File: config.mk
export PLATFORM = sky130hd
export DESIGN_NAME = sync_frame_rx
export DESIGN_NICKNAME = d
export VERILOG_FILES = /design/src/rtl/srx_pkg.sv /design/src/rtl/srx_linesync.sv /design/src/rtl/srx_zerorun.sv /design/src/rtl/srx_deframe.sv /design/src/rtl/sync_frame_rx.sv
export SDC_FILE = /design/constraint.sdc
export NUM_CORES = 1
export LEC_CHECK = 0
export ABC_CLOCK_PERIOD_IN_PS = 3000
export BUFFER_PORTS_ARGS = -buffer_cell sky130_fd_sc_hd__buf_2
export CORE_AREA = 2 2 51 53
export CTS_BUF_LIST = sky130_fd_sc_hd__clkbuf_16
export CTS_CLUSTER_DIAMETER = 150
export DETAILED_ROUTE_END_ITERATION = 16
export DIE_AREA = 0 0 53 55
export PLACE_DENSITY = 0.78
export SLEW_MARGIN = 30
export SYNTH_ARGS = -nofsm -noshare
export SYNTH_HDL_FRONTEND = slang
export SYNTH_HIERARCHICAL = 1
export SYNTH_SLANG_ARGS = --single-unit
export TNS_END_PERCENT = 10
File: constraint.sdc
create_clock -name clk -period 3 [get_ports clk]
set_input_delay 0.3 -clock clk [delete_from_list [all_inputs] [get_ports clk]]
set_output_delay 0.3 -clock clk [all_outputs]
set_load 0.03 [all_outputs]
File: src/rtl/srx_pkg.sv
package srx_pkg;
   typedef enum logic [1:0] {
      ST_SYNC = 2'd0,
      ST_IDLE = 2'd1,
      ST_DATA = 2'd2,
      ST_HOLD = 2'd3
   } srx_state_e;
endpackage

File: src/rtl/srx_linesync.sv
// Counts consecutive high samples while the receiver is unsynchronised.
module srx_linesync #(
   parameter int SYNC_LEN = 10
) (
   input  logic clk,
   input  logic rst,
   input  logic sdi,
   input  logic armed,
   output logic sync_ok
);
   localparam int SCW = $clog2(SYNC_LEN + 1);
   localparam logic [SCW-1:0] LAST = SCW'(SYNC_LEN - 1);

   logic [SCW-1:0] high_cnt;

   always_ff @(posedge clk) begin
      if (rst) begin
         high_cnt <= '0;
      end else if (!armed || !sdi) begin
         high_cnt <= '0;
      end else if (high_cnt != LAST) begin
         high_cnt <= high_cnt + 1'b1;
      end
   end

   assign sync_ok = armed && sdi && (high_cnt == LAST);

   // synchronisation completes only on a high sample that follows another high sample
   p_sync_after_high_r1: assert property (@(posedge clk) disable iff (rst)
      (sync_ok && SYNC_LEN > 1) |-> $past(sdi));
   p_count_bound_r1: assert property (@(posedge clk) disable iff (rst)
      high_cnt <= LAST);
endmodule

File: src/rtl/srx_zerorun.sv
// Counts consecutive zeros on the line and flags a break.
module srx_zerorun #(
   parameter int BREAK_LEN = 10,
   parameter bit BREAK_EN  = 1'b1
) (
   input  logic clk,
   input  logic rst,
   input  logic sdi,
   output logic brk_now,
   output logic brk
);
   localparam int RCW = $clog2(BREAK_LEN + 1);

   generate
      if (BREAK_EN) begin : g_detect
         localparam logic [RCW-1:0] FULL = RCW'(BREAK_LEN);
         localparam logic [RCW-1:0] EDGE = RCW'(BREAK_LEN - 1);
         logic [RCW-1:0] run;

         always_ff @(posedge clk) begin
            if (rst) begin
               run <= '0;
               brk <= 1'b0;
            end else begin
               brk <= brk_now;
               if (sdi) begin
                  run <= '0;
               end else if (run != FULL) begin
                  run <= run + 1'b1;
               end
            end
         end

         assign brk_now = !sdi && (run == EDGE);

         // a break pulse lasts one cycle and follows a zero sample
         p_brk_single_r5: assert property (@(posedge clk) disable iff (rst)
            brk |=> !brk);
         p_brk_on_zero_r5: assert property (@(posedge clk) disable iff (rst)
            brk |-> !$past(sdi));
      end else begin : g_nodetect
         assign brk_now = 1'b0;
         assign brk     = 1'b0;
      end
   endgenerate
endmodule

File: src/rtl/srx_deframe.sv
// Frame state machine, shift register and deferred word delivery.
module srx_deframe
   import srx_pkg::*;
#(
   parameter int DATA_BITS = 8,
   parameter bit LSB_FIRST = 1'b1
) (
   input  logic                 clk,
   input  logic                 rst,
   input  logic                 sdi,
   input  logic                 sync_ok,
   input  logic                 brk_now,
   output logic                 armed,
   output logic                 byte_vld,
   output logic [DATA_BITS-1:0] byte_data
);
   localparam int BCW = $clog2(DATA_BITS);
   localparam logic [BCW-1:0] LAST_BIT = BCW'(DATA_BITS - 1);

   srx_state_e           state;
   logic [DATA_BITS-1:0] shreg;
   logic [DATA_BITS-1:0] shift_nxt;
   logic [BCW-1:0]       bit_cnt;
   logic                 pend_vld;

   generate
      if (LSB_FIRST) begin : g_lsb
         assign shift_nxt = {sdi, shreg[DATA_BITS-1:1]};
      end else begin : g_msb
         assign shift_nxt = {shreg[DATA_BITS-2:0], sdi};
      end
   endgenerate

   assign armed = (state == ST_SYNC);

   always_ff @(posedge clk) begin
      if (rst) begin
         state     <= ST_SYNC;
         shreg     <= '0;
         bit_cnt   <= '0;
         pend_vld  <= 1'b0;
         byte_vld  <= 1'b0;
         byte_data <= '0;
      end else begin
         // shreg is untouched in the cycle after a frame, even if a new start bit arrives
         byte_vld <= pend_vld && !brk_now;
         if (pend_vld && !brk_now) begin
            byte_data <= shreg;
         end
         pend_vld <= 1'b0;
         if (brk_now) begin
            state   <= ST_HOLD;
            bit_cnt <= '0;
         end else begin
            case (state)
               ST_SYNC: if (sync_ok) state <= ST_IDLE;
               ST_IDLE: begin
                  if (!sdi) begin
                     state   <= ST_DATA;
                     bit_cnt <= '0;
                  end
               end
               ST_DATA: begin
                  shreg <= shift_nxt;
                  if (bit_cnt == LAST_BIT) begin
                     pend_vld <= 1'b1;
                     bit_cnt  <= '0;
                     state    <= ST_IDLE;
                  end else begin
                     bit_cnt <= bit_cnt + 1'b1;
                  end
               end
               ST_HOLD: if (sdi) state <= ST_IDLE;
               default: state <= ST_SYNC;
            endcase
         end
      end
   end

   // a delivery strobe is never longer than one cycle
   p_vld_single_r3: assert property (@(posedge clk) disable iff (rst)
      byte_vld |=> !byte_vld);
   // delivery follows the cycle in which the frame had just closed
   p_vld_after_frame_r3: assert property (@(posedge clk) disable iff (rst)
      byte_vld |-> ($past(state) == ST_IDLE));
   // low samples keep the receiver waiting after a break
   p_hold_sticky_r7: assert property (@(posedge clk) disable iff (rst)
      (state == ST_HOLD && !sdi) |=> (state == ST_HOLD));
   // no frame starts before synchronisation
   p_sync_blocks_r1: assert property (@(posedge clk) disable iff (rst)
      (state == ST_SYNC && !sync_ok) |=> (state == ST_SYNC || state == ST_HOLD));
endmodule

File: src/rtl/sync_frame_rx.sv
module sync_frame_rx #(
   parameter int DATA_BITS = 8,
   parameter int BREAK_LEN = 10,
   parameter int SYNC_LEN  = 10,
   parameter bit LSB_FIRST = 1'b1,
   parameter bit BREAK_EN  = 1'b1
) (
   input  logic                 clk,
   input  logic                 rst,
   input  logic                 sdi,
   output logic                 rx_valid,
   output logic [DATA_BITS-1:0] rx_byte,
   output logic                 rx_break
);
   generate
      if (DATA_BITS < 2) begin : g_bad_bits
         $error("sync_frame_rx: DATA_BITS must be at least 2");
      end
      if (SYNC_LEN < 1) begin : g_bad_sync
         $error("sync_frame_rx: SYNC_LEN must be at least 1");
      end
      if (BREAK_EN && (BREAK_LEN < DATA_BITS + 2)) begin : g_bad_brk
         $error("sync_frame_rx: BREAK_LEN must exceed a start bit plus a zero word");
      end
   endgenerate

   logic armed;
   logic sync_ok;
   logic brk_now;

   srx_linesync #(.SYNC_LEN(SYNC_LEN)) u_sync (
      .clk     (clk),
      .rst     (rst),
      .sdi     (sdi),
      .armed   (armed),
      .sync_ok (sync_ok)
   );

   srx_zerorun #(.BREAK_LEN(BREAK_LEN), .BREAK_EN(BREAK_EN)) u_zrun (
      .clk     (clk),
      .rst     (rst),
      .sdi     (sdi),
      .brk_now (brk_now),
      .brk     (rx_break)
   );

   srx_deframe #(.DATA_BITS(DATA_BITS), .LSB_FIRST(LSB_FIRST)) u_frame (
      .clk       (clk),
      .rst       (rst),
      .sdi       (sdi),
      .sync_ok   (sync_ok),
      .brk_now   (brk_now),
      .armed     (armed),
      .byte_vld  (rx_valid),
      .byte_data (rx_byte)
   );

   // word and break strobes are exclusive
   p_excl_r10: assert property (@(posedge clk) disable iff (rst)
      !(rx_valid && rx_break));
   // reset silences both strobes
   p_rst_clear_r8: assert property (@(posedge clk)
      rst |=> (!rx_valid && !rx_break));
endmodule

==> results of run 1 <==
-- power breakdown --
| group | total, uW | internal, uW | switching, uW | leakage [uW] |
|---|---|---|---|---|
| clock network | 557 | 385 | 172 | 0.0000789 |
| logic | 21.5 | 7.89 | 13.7 | 0.000338 |
| registers | 432 | 429 | 3.75 | 0.000258 |
| total | 1010 | 821 | 189 | 0.000675 |
-- Yosys cell counts (all sizes together), types with 2 or more instances --
cell	n
a211oi	3
a21oi	10
buf	4
dfxtp	32
ha	7
inv	5
mux2i	10
nand2	19
nand2b	5
nand3	2
nand3b	4
nor2	19
nor2b	3
nor3	3
o21ai	2
xnor2	2
xor2	2
-- cell families after synthesis --
| kind of cell | synth area share [%] |
|---|---|
| multiplexers | 7.300 |
| buffers and inverters | 3.467 |
| AO/OA/AOI/OAI | 9.032 |
| XOR/XNOR | 2.555 |
| flip-flops | 46.72 |
| adder cells (fa/ha/maj) | 6.387 |
| AND/OR/NAND/NOR | 24.54 |
-- per-layer routing --
metal | vias to the layer above | global-route usage [%] | share of wire (%)
li1 | 506 | - | -
met5 | - | 0 | 0
met3 | 7 | 8.065 | 4.0
met4 | 0 | 10.26 | 2.0
met1 | 459 | 24.33 | 47
met2 | 14 | 33.54 | 47
-- per-stage QoR --
| stage | cells | area [um^2] |
|---|---|---|
| after floorplan | 143 | 1371 |
| after global placement | 180 | 1440 |
| after detailed placement | 180 | 1440 |
| after CTS | 188 | 1603 |
| after global routing | 188 | 1603 |
| final | 188 | 1603 |
-- registers in the layout, summed over array words and instances (netlist names) --
register             count
u_zrun/brk               1
u_frame/byte_data        8
u_frame/byte_vld         1
u_frame/bit_cnt          3
u_frame/pend_vld         1
u_frame/shreg            8
u_sync/high_cnt          4
u_frame/state            2
u_zrun/g_detect.run      4
-- area by class of cell --
class / instances / area, um^2 / area share [%]
multi-input cells: 101 / 683.2 / 42.62
repair buffers: 12 / 60.06 / 3.747
clock inverters: 3 / 37.54 / 2.342
well taps: 30 / 37.54 / 2.342
clock buffers: 5 / 125.1 / 7.806
flip-flops and latches: 32 / 640.6 / 39.97
inverters: 5 / 18.77 / 1.171
-- worst max-delay path, stage by stage (launching register included) --
cell and delay, ns:
dfxtp_1 0.41, inv_1 0.06, ha_1 0.17, and4bb_2 0.28
nor3b_2 0.65, mux2i_1 0.30, nor2_1 0.07
-- final timing paths --
kind                           from                      to  slack, ns  cells past startpoint
max          u_zrun/g_detect.run[1]        u_frame/shreg[5]       0.91                      6
max reg2reg  u_zrun/g_detect.run[1]        u_frame/shreg[5]       0.91                      6
min                             sdi  u_zrun/g_detect.run[1]       0.33                      2
min reg2reg    u_frame/byte_data[7]    u_frame/byte_data[7]       0.45                      2
==> results.yml, run 1 <==
clocking:
  ctsHtreeMaxLevel: 2
  cts_hold_buffers: 0
  clockBufferDepth: 2
  tritoncts.num_buffers: 5
  cts-root-buf: "clkbuf_16"
  clock_sinks: 32
  tritoncts: "built"
  post_cts.resized_instances: 0
  clkSlewWorstSetupHoldPaths_ns: 0.05
  cts_setup_buffers: 0
  clock_insertion_delay_worst_skew_ns: 0.28
placement:
  detailedPlacementHpwl_um: 1611
  preCtsSetupSlack_ns: 0.9966
  io_buffer_count: 12
  gp_congestion: 0.7101
global_routing:
  maximum_number_of_pins_on_one_net_before_global_route_repair: 27
  vias_in_the_first_global_route: 919
  gr-total-overflow: 0
  global_route_wire_length_before_repair_um: 4160
  grt_util_all_layers_pct: 20.81
  antenna_found_initial: 0
critical_path:
  path_max_fanout: 9
  cp-end-kind: "flop"
  startpoint_type: "flop"
  worstSetupPathType: "flop to flop"
  critical_path_arrival_ns: 2.23
  worst-endpoint-required_ns: 3.14
route:
  drc_errors: 0
  wirelength_um: 2435
  ant_nets: 0
  detailedRoute.firstIterationViolations: 12
  detailroute.via_count: 986
  wl_per_cell_um: 12.95
  avgViaCountPerCell: 5.245
  detail_route.first_pass.iterations: 4
synthesis:
  syn_area_um2: 1371
  synth.ff_latch_count: 32
  ys_types: 33
  synth_area_leader_cell: "dfxtp_1"
  mappedNetlistNets: 153
  synth-warning-count: 6
  yosysSeqAreaShare_pct: 46.72
  async_reset_ff_share_pct: 0
  number_of_enable_flip_flop_cells_after_synthesis: 0
  synth_cells: 143
  synth_top_area_share_pct: 46.72
  syn_avg_cell_area_um2: 9.590
  synthFlopType: "dfxtp_1"
  synth_top_cells_by_area: "dfxtp_1 47%, mux2i_1 7.3%, ha_1 6.4%"
sta:
  maxSlewHeadroom_pct: 48.20
  timing.final.crit_period_ns: 2.088
  post-route-period-util_pct: 69.59
  fmax_mhz: 479.0
  setup_viol: 0
  grt_setup_unrepaired: "no"
  timing.hold.ws_ns: 0.3345
  tns_ns: 0
  final.setup_skew_ns: 0.002459
  maxSlewViolCount: 0
  tightest_slew_ns: 0.7736
  postLayoutSetupSlackWorst_ns: 0.9124
  hold_violations: 0
die:
  rows: 18
  dieWidth_um: 53
  die_area_um2: 2915
  io-pin-count: 13
  floorplan.initialDensity_pct: 57.99
  dieHeight_um: 55
  core_um2: 2365
pwr:
  report.power.total_uw: 1011
  peakVddDrop_v: 0.0005547
  cellLeakagePower_uw: 0.0006751
  power_per_cell_area_nw_per_um2: 630.7
layout:
  fill_cells: 183
  area_growth_pct: 16.88
  antenna-diode-count: 0
  layout-drive-gt1-share_pct: 17.72
  design.final.nets: 167
  most_common_cell_after_layout_fill_and_taps_aside: "dfxtp_1"
  layout.core_utilization_pct: 67.78
  layout_common_cells: "32 x dfxtp_1, 19 x nand2_1, 18 x nor2_1, 12 x buf_2"
worst_hold_path:
  hp-class: "input pin to flop"
run_status:
  run_status: "complete, no violations"
run:
  max-cap-violations: 0
Power figures use the tool's default switching activity.
==> run 2, diff against run 1 <==
--- a/config.mk
+++ b/config.mk
@@ -5,14 +5,14 @@
 export SDC_FILE = /design/constraint.sdc
 export NUM_CORES = 1
 export LEC_CHECK = 0
-export ABC_CLOCK_PERIOD_IN_PS = 3000
+export ABC_CLOCK_PERIOD_IN_PS = 1900
 export BUFFER_PORTS_ARGS = -buffer_cell sky130_fd_sc_hd__buf_2
-export CORE_AREA = 2 2 51 53
+export CORE_AREA = 2 2 55 57
 export CTS_BUF_LIST = sky130_fd_sc_hd__clkbuf_16
 export CTS_CLUSTER_DIAMETER = 150
 export DETAILED_ROUTE_END_ITERATION = 16
-export DIE_AREA = 0 0 53 55
-export PLACE_DENSITY = 0.78
+export DIE_AREA = 0 0 57 59
+export PLACE_DENSITY = 0.7
 export SLEW_MARGIN = 30
 export SYNTH_ARGS = -nofsm -noshare
 export SYNTH_HDL_FRONTEND = slang
==> constraint.sdc (replaced) <==
create_clock -name clk -period 1.9 [get_ports clk]
set_input_delay 0.19 -clock clk [delete_from_list [all_inputs] [get_ports clk]]
set_output_delay 0.19 -clock clk [all_outputs]
set_load 0.03 [all_outputs]
==> run 2 against run 1 <==
Sequential power rose by 58%. Largest power group unchanged. Register-to-register slack worse by 0.73 ns. Largest cell class unchanged. First-iteration DRC count rose by 25%. Die area rose by 15%. Sequential share of layout area down 0.43 points. Non-clock buffer count up 2. Critical path depth up 1. Worst hold slack got worse by 0.11 ns. Wire length shrank 5.6%.
==> results.yml, run 2 (same netlist as run 1, synthesis figures left out) <==
run_status:
  run_status: "complete, no violations"
sta:
  hold_violations: 0
  maxSlewHeadroom_pct: 68.18
  maxSlewViolCount: 0
  tightest_slew_ns: 0.4773
  final.setup_skew_ns: 0.004500
  setup_viol: 0
  post-route-period-util_pct: 90.64
  tns_ns: 0
  grt_setup_unrepaired: "no"
  fmax_mhz: 580.7
  timing.final.crit_period_ns: 1.722
  timing.hold.ws_ns: 0.2250
die:
  rows: 19
  dieWidth_um: 57
  dieHeight_um: 59
  die_area_um2: 3363
  core_um2: 2710
  floorplan.initialDensity_pct: 50.60
  io-pin-count: 13
route:
  wirelength_um: 2299
  detailedRoute.firstIterationViolations: 15
  detail_route.first_pass.iterations: 4
  avgViaCountPerCell: 5.110
  drc_errors: 0
  detailroute.via_count: 976
  ant_nets: 0
  wl_per_cell_um: 12.04
global_routing:
  global_route_wire_length_before_repair_um: 3995
  grt_util_all_layers_pct: 16.06
  gr-total-overflow: 0
  antenna_found_initial: 0
  maximum_number_of_pins_on_one_net_before_global_route_repair: 27
  vias_in_the_first_global_route: 940
run:
  max-cap-violations: 0
critical_path:
  worst-endpoint-required_ns: 2.04
  slowest_stage_delay_on_critical_path_ns: 0.41
  critical_path_arrival_ns: 1.86
  worstSetupPathType: "flop to flop"
  path_max_fanout: 9
  startpoint_type: "flop"
  cp_slowest_cell: "dfxtp_1"
  timing.critical_path.cells: "inv_1 > ha_1 > and4bb_2 > nor3b_2 > buf_4 > mux2i_1 > nor2_1"
  cp-end-kind: "flop"
worst_hold_path:
  hp-class: "input pin to flop"
placement:
  dpl_cell_area_um2: 1456
  detailedPlacementHpwl_um: 1580
  io_buffer_count: 12
  gp_congestion: 0.7465
clocking:
  cts_setup_buffers: 0
  ctsHtreeMaxLevel: 2
  clkSlewWorstSetupHoldPaths_ns: 0.05
  cts-root-buf: "clkbuf_16"
  post_cts.resized_instances: 0
  tritoncts: "built"
  clock_sinks: 32
  clock_insertion_delay_worst_skew_ns: 0.28
  tritoncts.num_buffers: 5
  clockBufferDepth: 2
  cts_hold_buffers: 0
layout:
  fill_cells: 236
  top_regs: "u_frame/byte_data: 8 flops, u_frame/shreg: 8 flops"
  layout-drive-gt1-share_pct: 19.38
  design.final.nets: 169
  layout.core_utilization_pct: 59.79
  area_growth_pct: 18.16
  most_common_cell_after_layout_fill_and_taps_aside: "dfxtp_1"
  multi_input_gate_area_in_the_final_layout_um2: 683.2
  final_design_area_no_fill_um2: 1620
  layout_common_cells: "32 x dfxtp_1, 19 x nand2_1, 18 x nor2_1, 12 x buf_2"
  antenna-diode-count: 0
  sequential_cell_area_um2: 640.6
pwr:
  report.power.total_uw: 1593
  cellLeakagePower_uw: 0.0006921
  peakVddDrop_v: 0.0008226
  power_per_cell_area_nw_per_um2: 982.9
-- run 2: cell types whose count changed in the layout (fill, tap and decap cells not counted), sizes merged --
cell and delta:
buf +2, clkinv -1, inv +1
-- run 2: through the flow --
stage | cells | worst slack [ns]
after floorplan | 143 | 0.3659
after detailed placement | 183 | 0.2193
after global routing | 191 | 0.07268
final | 191 | 0.1778
after global placement | 183 | 0.2695
after CTS | 191 | 0.1586
-- run 2: critical path: cells and delay by family, from the launching register on --
| family | cells | cell delay [ns] |
|---|---|---|
| multiplexers | 1 | 0.24 |
| flip-flops | 1 | 0.41 |
| adder cells (fa/ha/maj) | 1 | 0.17 |
| AND/OR/NAND/NOR | 3 | 0.52 |
| buffers and inverters | 2 | 0.27 |
-- run 2: final cells by class --
type                            count  share of cell area, %
Tap cell                           31                  2.394
Timing Repair Buffer               14                  4.633
Inverter                            5                  1.158
Sequential cell                    32                  39.54
Clock buffer                        5                  7.722
Multi-Input combinational cell    101                  42.16
Clock inverter                      3                  2.394
-- run 2: report_power, final --
part / switching [uW] / internal (uW) / total (uW)
Clock: 267 / 609 / 877
Sequential: 5.75 / 677 / 683
Combinational: 21.1 / 12.4 / 33.5
-- run 2: layer usage --
metal  wire, um  part of all wire (%)  GRT usage, %
met2       1081                    47         26.11
met1       1062                    46         17.56
met3        100                   4.3         5.240
met5          0                     0             0
met4         55                   2.4         11.96
-- run 2: final timing paths --
check,from,endpoint,slack [ns],cells after the start
worst min-delay path,sdi,u_zrun/g_detect.run[0],0.22,2
worst max register to register,u_zrun/g_detect.run[1],u_frame/shreg[5],0.18,7
worst max-delay path,u_zrun/g_detect.run[1],u_frame/shreg[5],0.18,7
worst min register to register,u_frame/byte_data[4],u_frame/byte_data[4],0.45,2
==> run 3, diff against run 2 <==
--- a/config.mk
+++ b/config.mk
@@ -7,11 +7,11 @@
 export LEC_CHECK = 0
 export ABC_CLOCK_PERIOD_IN_PS = 1900
 export BUFFER_PORTS_ARGS = -buffer_cell sky130_fd_sc_hd__buf_2
-export CORE_AREA = 2 2 55 57
+export CORE_AREA = 4 4 57 59
 export CTS_BUF_LIST = sky130_fd_sc_hd__clkbuf_16
 export CTS_CLUSTER_DIAMETER = 150
 export DETAILED_ROUTE_END_ITERATION = 16
-export DIE_AREA = 0 0 57 59
+export DIE_AREA = 0 0 61 63
 export PLACE_DENSITY = 0.7
 export SLEW_MARGIN = 30
 export SYNTH_ARGS = -nofsm -noshare
==> run 3 against run 2 <==
Via count is 1.8% lower. First-iteration DRC count is 150% higher. Register-to-register slack better by 0.03 ns. Wire length is 0.30% higher.
==> results.yml, run 3 (same netlist as run 1, synthesis figures left out) <==
route:
  drc_errors: 0
  detailedRoute.firstIterationViolations: 37
  detail_route.first_pass.iterations: 4
  wirelength_um: 2306
  ant_nets: 0
  detailroute.via_count: 958
  wl_per_cell_um: 12.07
  avgViaCountPerCell: 5.016
die:
  dieWidth_um: 61
  dieHeight_um: 63
  die_area_um2: 3843
  rows: 19
  core_um2: 2710
  io-pin-count: 13
  floorplan.initialDensity_pct: 50.60
critical_path:
  cp_slowest_cell: "dfxtp_1"
  critical-path-top-delay-family: "simple AND/OR/NAND/NOR gates"
  path_max_fanout: 9
  worstSetupPathType: "flop to flop"
  critical_path_arrival_ns: 1.84
  worst-path-buf-inv: 2
  cp-end-kind: "flop"
  worst-endpoint-required_ns: 2.04
  timing.critical_path.cells: "inv_1 > ha_1 > and4bb_2 > nor3b_2 > buf_4 > mux2i_1 > nor2_1"
  startpoint_type: "flop"
  slowest_stage_delay_on_critical_path_ns: 0.41
pwr:
  cellLeakagePower_uw: 0.0006921
  peakVddDrop_v: 0.001047
  power_per_cell_area_nw_per_um2: 983.2
sta:
  post-route-period-util_pct: 89.06
  fmax_mhz: 591.0
  postLayoutSetupSlackWorst_ns: 0.2079
  final.setup_skew_ns: 0.003539
  setup_viol: 0
  maxSlewHeadroom_pct: 68.49
  timing.final.crit_period_ns: 1.692
  grt_setup_unrepaired: "no"
  hold_violations: 0
  maxSlewViolCount: 0
  tns_ns: 0
  tightest_slew_ns: 0.4727
clocking:
  cts_setup_buffers: 0
  ctsHtreeMaxLevel: 2
  cts_hold_buffers: 0
  cts-root-buf: "clkbuf_16"
  clkSlewWorstSetupHoldPaths_ns: 0.05
  clock_sinks: 32
  tritoncts.num_buffers: 5
  tritoncts: "built"
  clockBufferDepth: 2
  post_cts.resized_instances: 0
  clock_insertion_delay_worst_skew_ns: 0.27
run_status:
  run_status: "complete, no violations"
global_routing:
  grt_most_used_layer: "met2"
  groute.layer.met1.usage_pct: 17.57
  groute.layer.met3.usage_pct: 4.959
  vias_in_the_first_global_route: 900
  grt.met2_usage_pct: 20.59
  gr-total-overflow: 0
  antenna_found_initial: 0
  maximum_number_of_pins_on_one_net_before_global_route_repair: 27
  global_route_wire_length_before_repair_um: 4015
  grt_util_all_layers_pct: 14.01
layout:
  layout_common_cells: "32 x dfxtp_1, 19 x nand2_1, 18 x nor2_1, 12 x buf_2"
  area_growth_pct: 18.16
  fill_cells: 248
  top_regs: "u_frame/byte_data: 8 flops, u_frame/shreg: 8 flops"
  most_common_cell_after_layout_fill_and_taps_aside: "dfxtp_1"
  multi_input_gate_area_in_the_final_layout_um2: 683.2
  sequential_cell_area_um2: 640.6
  design.final.nets: 169
  final_design_area_no_fill_um2: 1620
  layout-drive-gt1-share_pct: 19.38
  antenna-diode-count: 0
placement:
  preCtsSetupSlack_ns: 0.2060
  dpl_cell_area_um2: 1456
  detailedPlacementHpwl_um: 1579
  gp_congestion: 0.7153
  io_buffer_count: 12
worst_hold_path:
  hp-class: "input pin to flop"
run:
  max-cap-violations: 0
-- run 3: worst register-to-register path, cell delays in order, from the launching register on --
cell      delay, ns
dfxtp_1        0.41
inv_1          0.06
ha_1           0.17
and4bb_2       0.28
nor3b_2        0.17
buf_4          0.20
mux2i_1        0.20
nor2_1         0.05
-- run 3: final cells by class --
cell class / instances / area share, %
clock buffer: 5 / 7.722
clock inverter: 3 / 2.394
inverter: 5 / 1.158
multi-input combinational: 101 / 42.16
sequential: 32 / 39.54
tap: 31 / 2.394
timing repair buffer: 14 / 4.633
-- run 3: path summary, 6_finish.rpt --
kind | end | slack [ns] | depth (start not counted) | startpoint
max | u_frame/shreg[0] | 0.21 | 7 | u_zrun/g_detect.run[1]
min | u_zrun/g_detect.run[1] | 0.22 | 2 | sdi
max reg2reg | u_frame/shreg[0] | 0.21 | 7 | u_zrun/g_detect.run[1]
min reg2reg | u_frame/byte_data[1] | 0.45 | 2 | u_frame/byte_data[1]
-- run 3: power by group --
group / switching [uW] / total [uW] / leakage, uW / internal (uW)
combinational: 21.5 / 34.1 / 0.000349 / 12.5
clock: 267 / 876 / 0.0000850 / 609
sequential: 5.97 / 683 / 0.000258 / 677
-- run 3: per-stage QoR --
| step | utilization (%) | total power [uW] | cells | hold slack [ns] |
|---|---|---|---|---|
| floorplan | - | 719.0 | 143 | 0.2589 |
| global placement | 53.74 | 728.7 | 183 | 0.4410 |
| detailed placement | 53.74 | 731.0 | 183 | 0.4477 |
| CTS | 59.79 | 1610 | 191 | 0.2192 |
| global route | 59.79 | 1654 | 191 | 0.2341 |
| finish | 59.79 | 1593 | 191 | 0.2169 |
-- run 3: per-layer routing --
metal / wire length, um / part of all wire, %
met1: 1123 / 49
met2: 1044 / 45
met3: 89 / 3.9
met4: 48 / 2.1
met5: 0 / 0
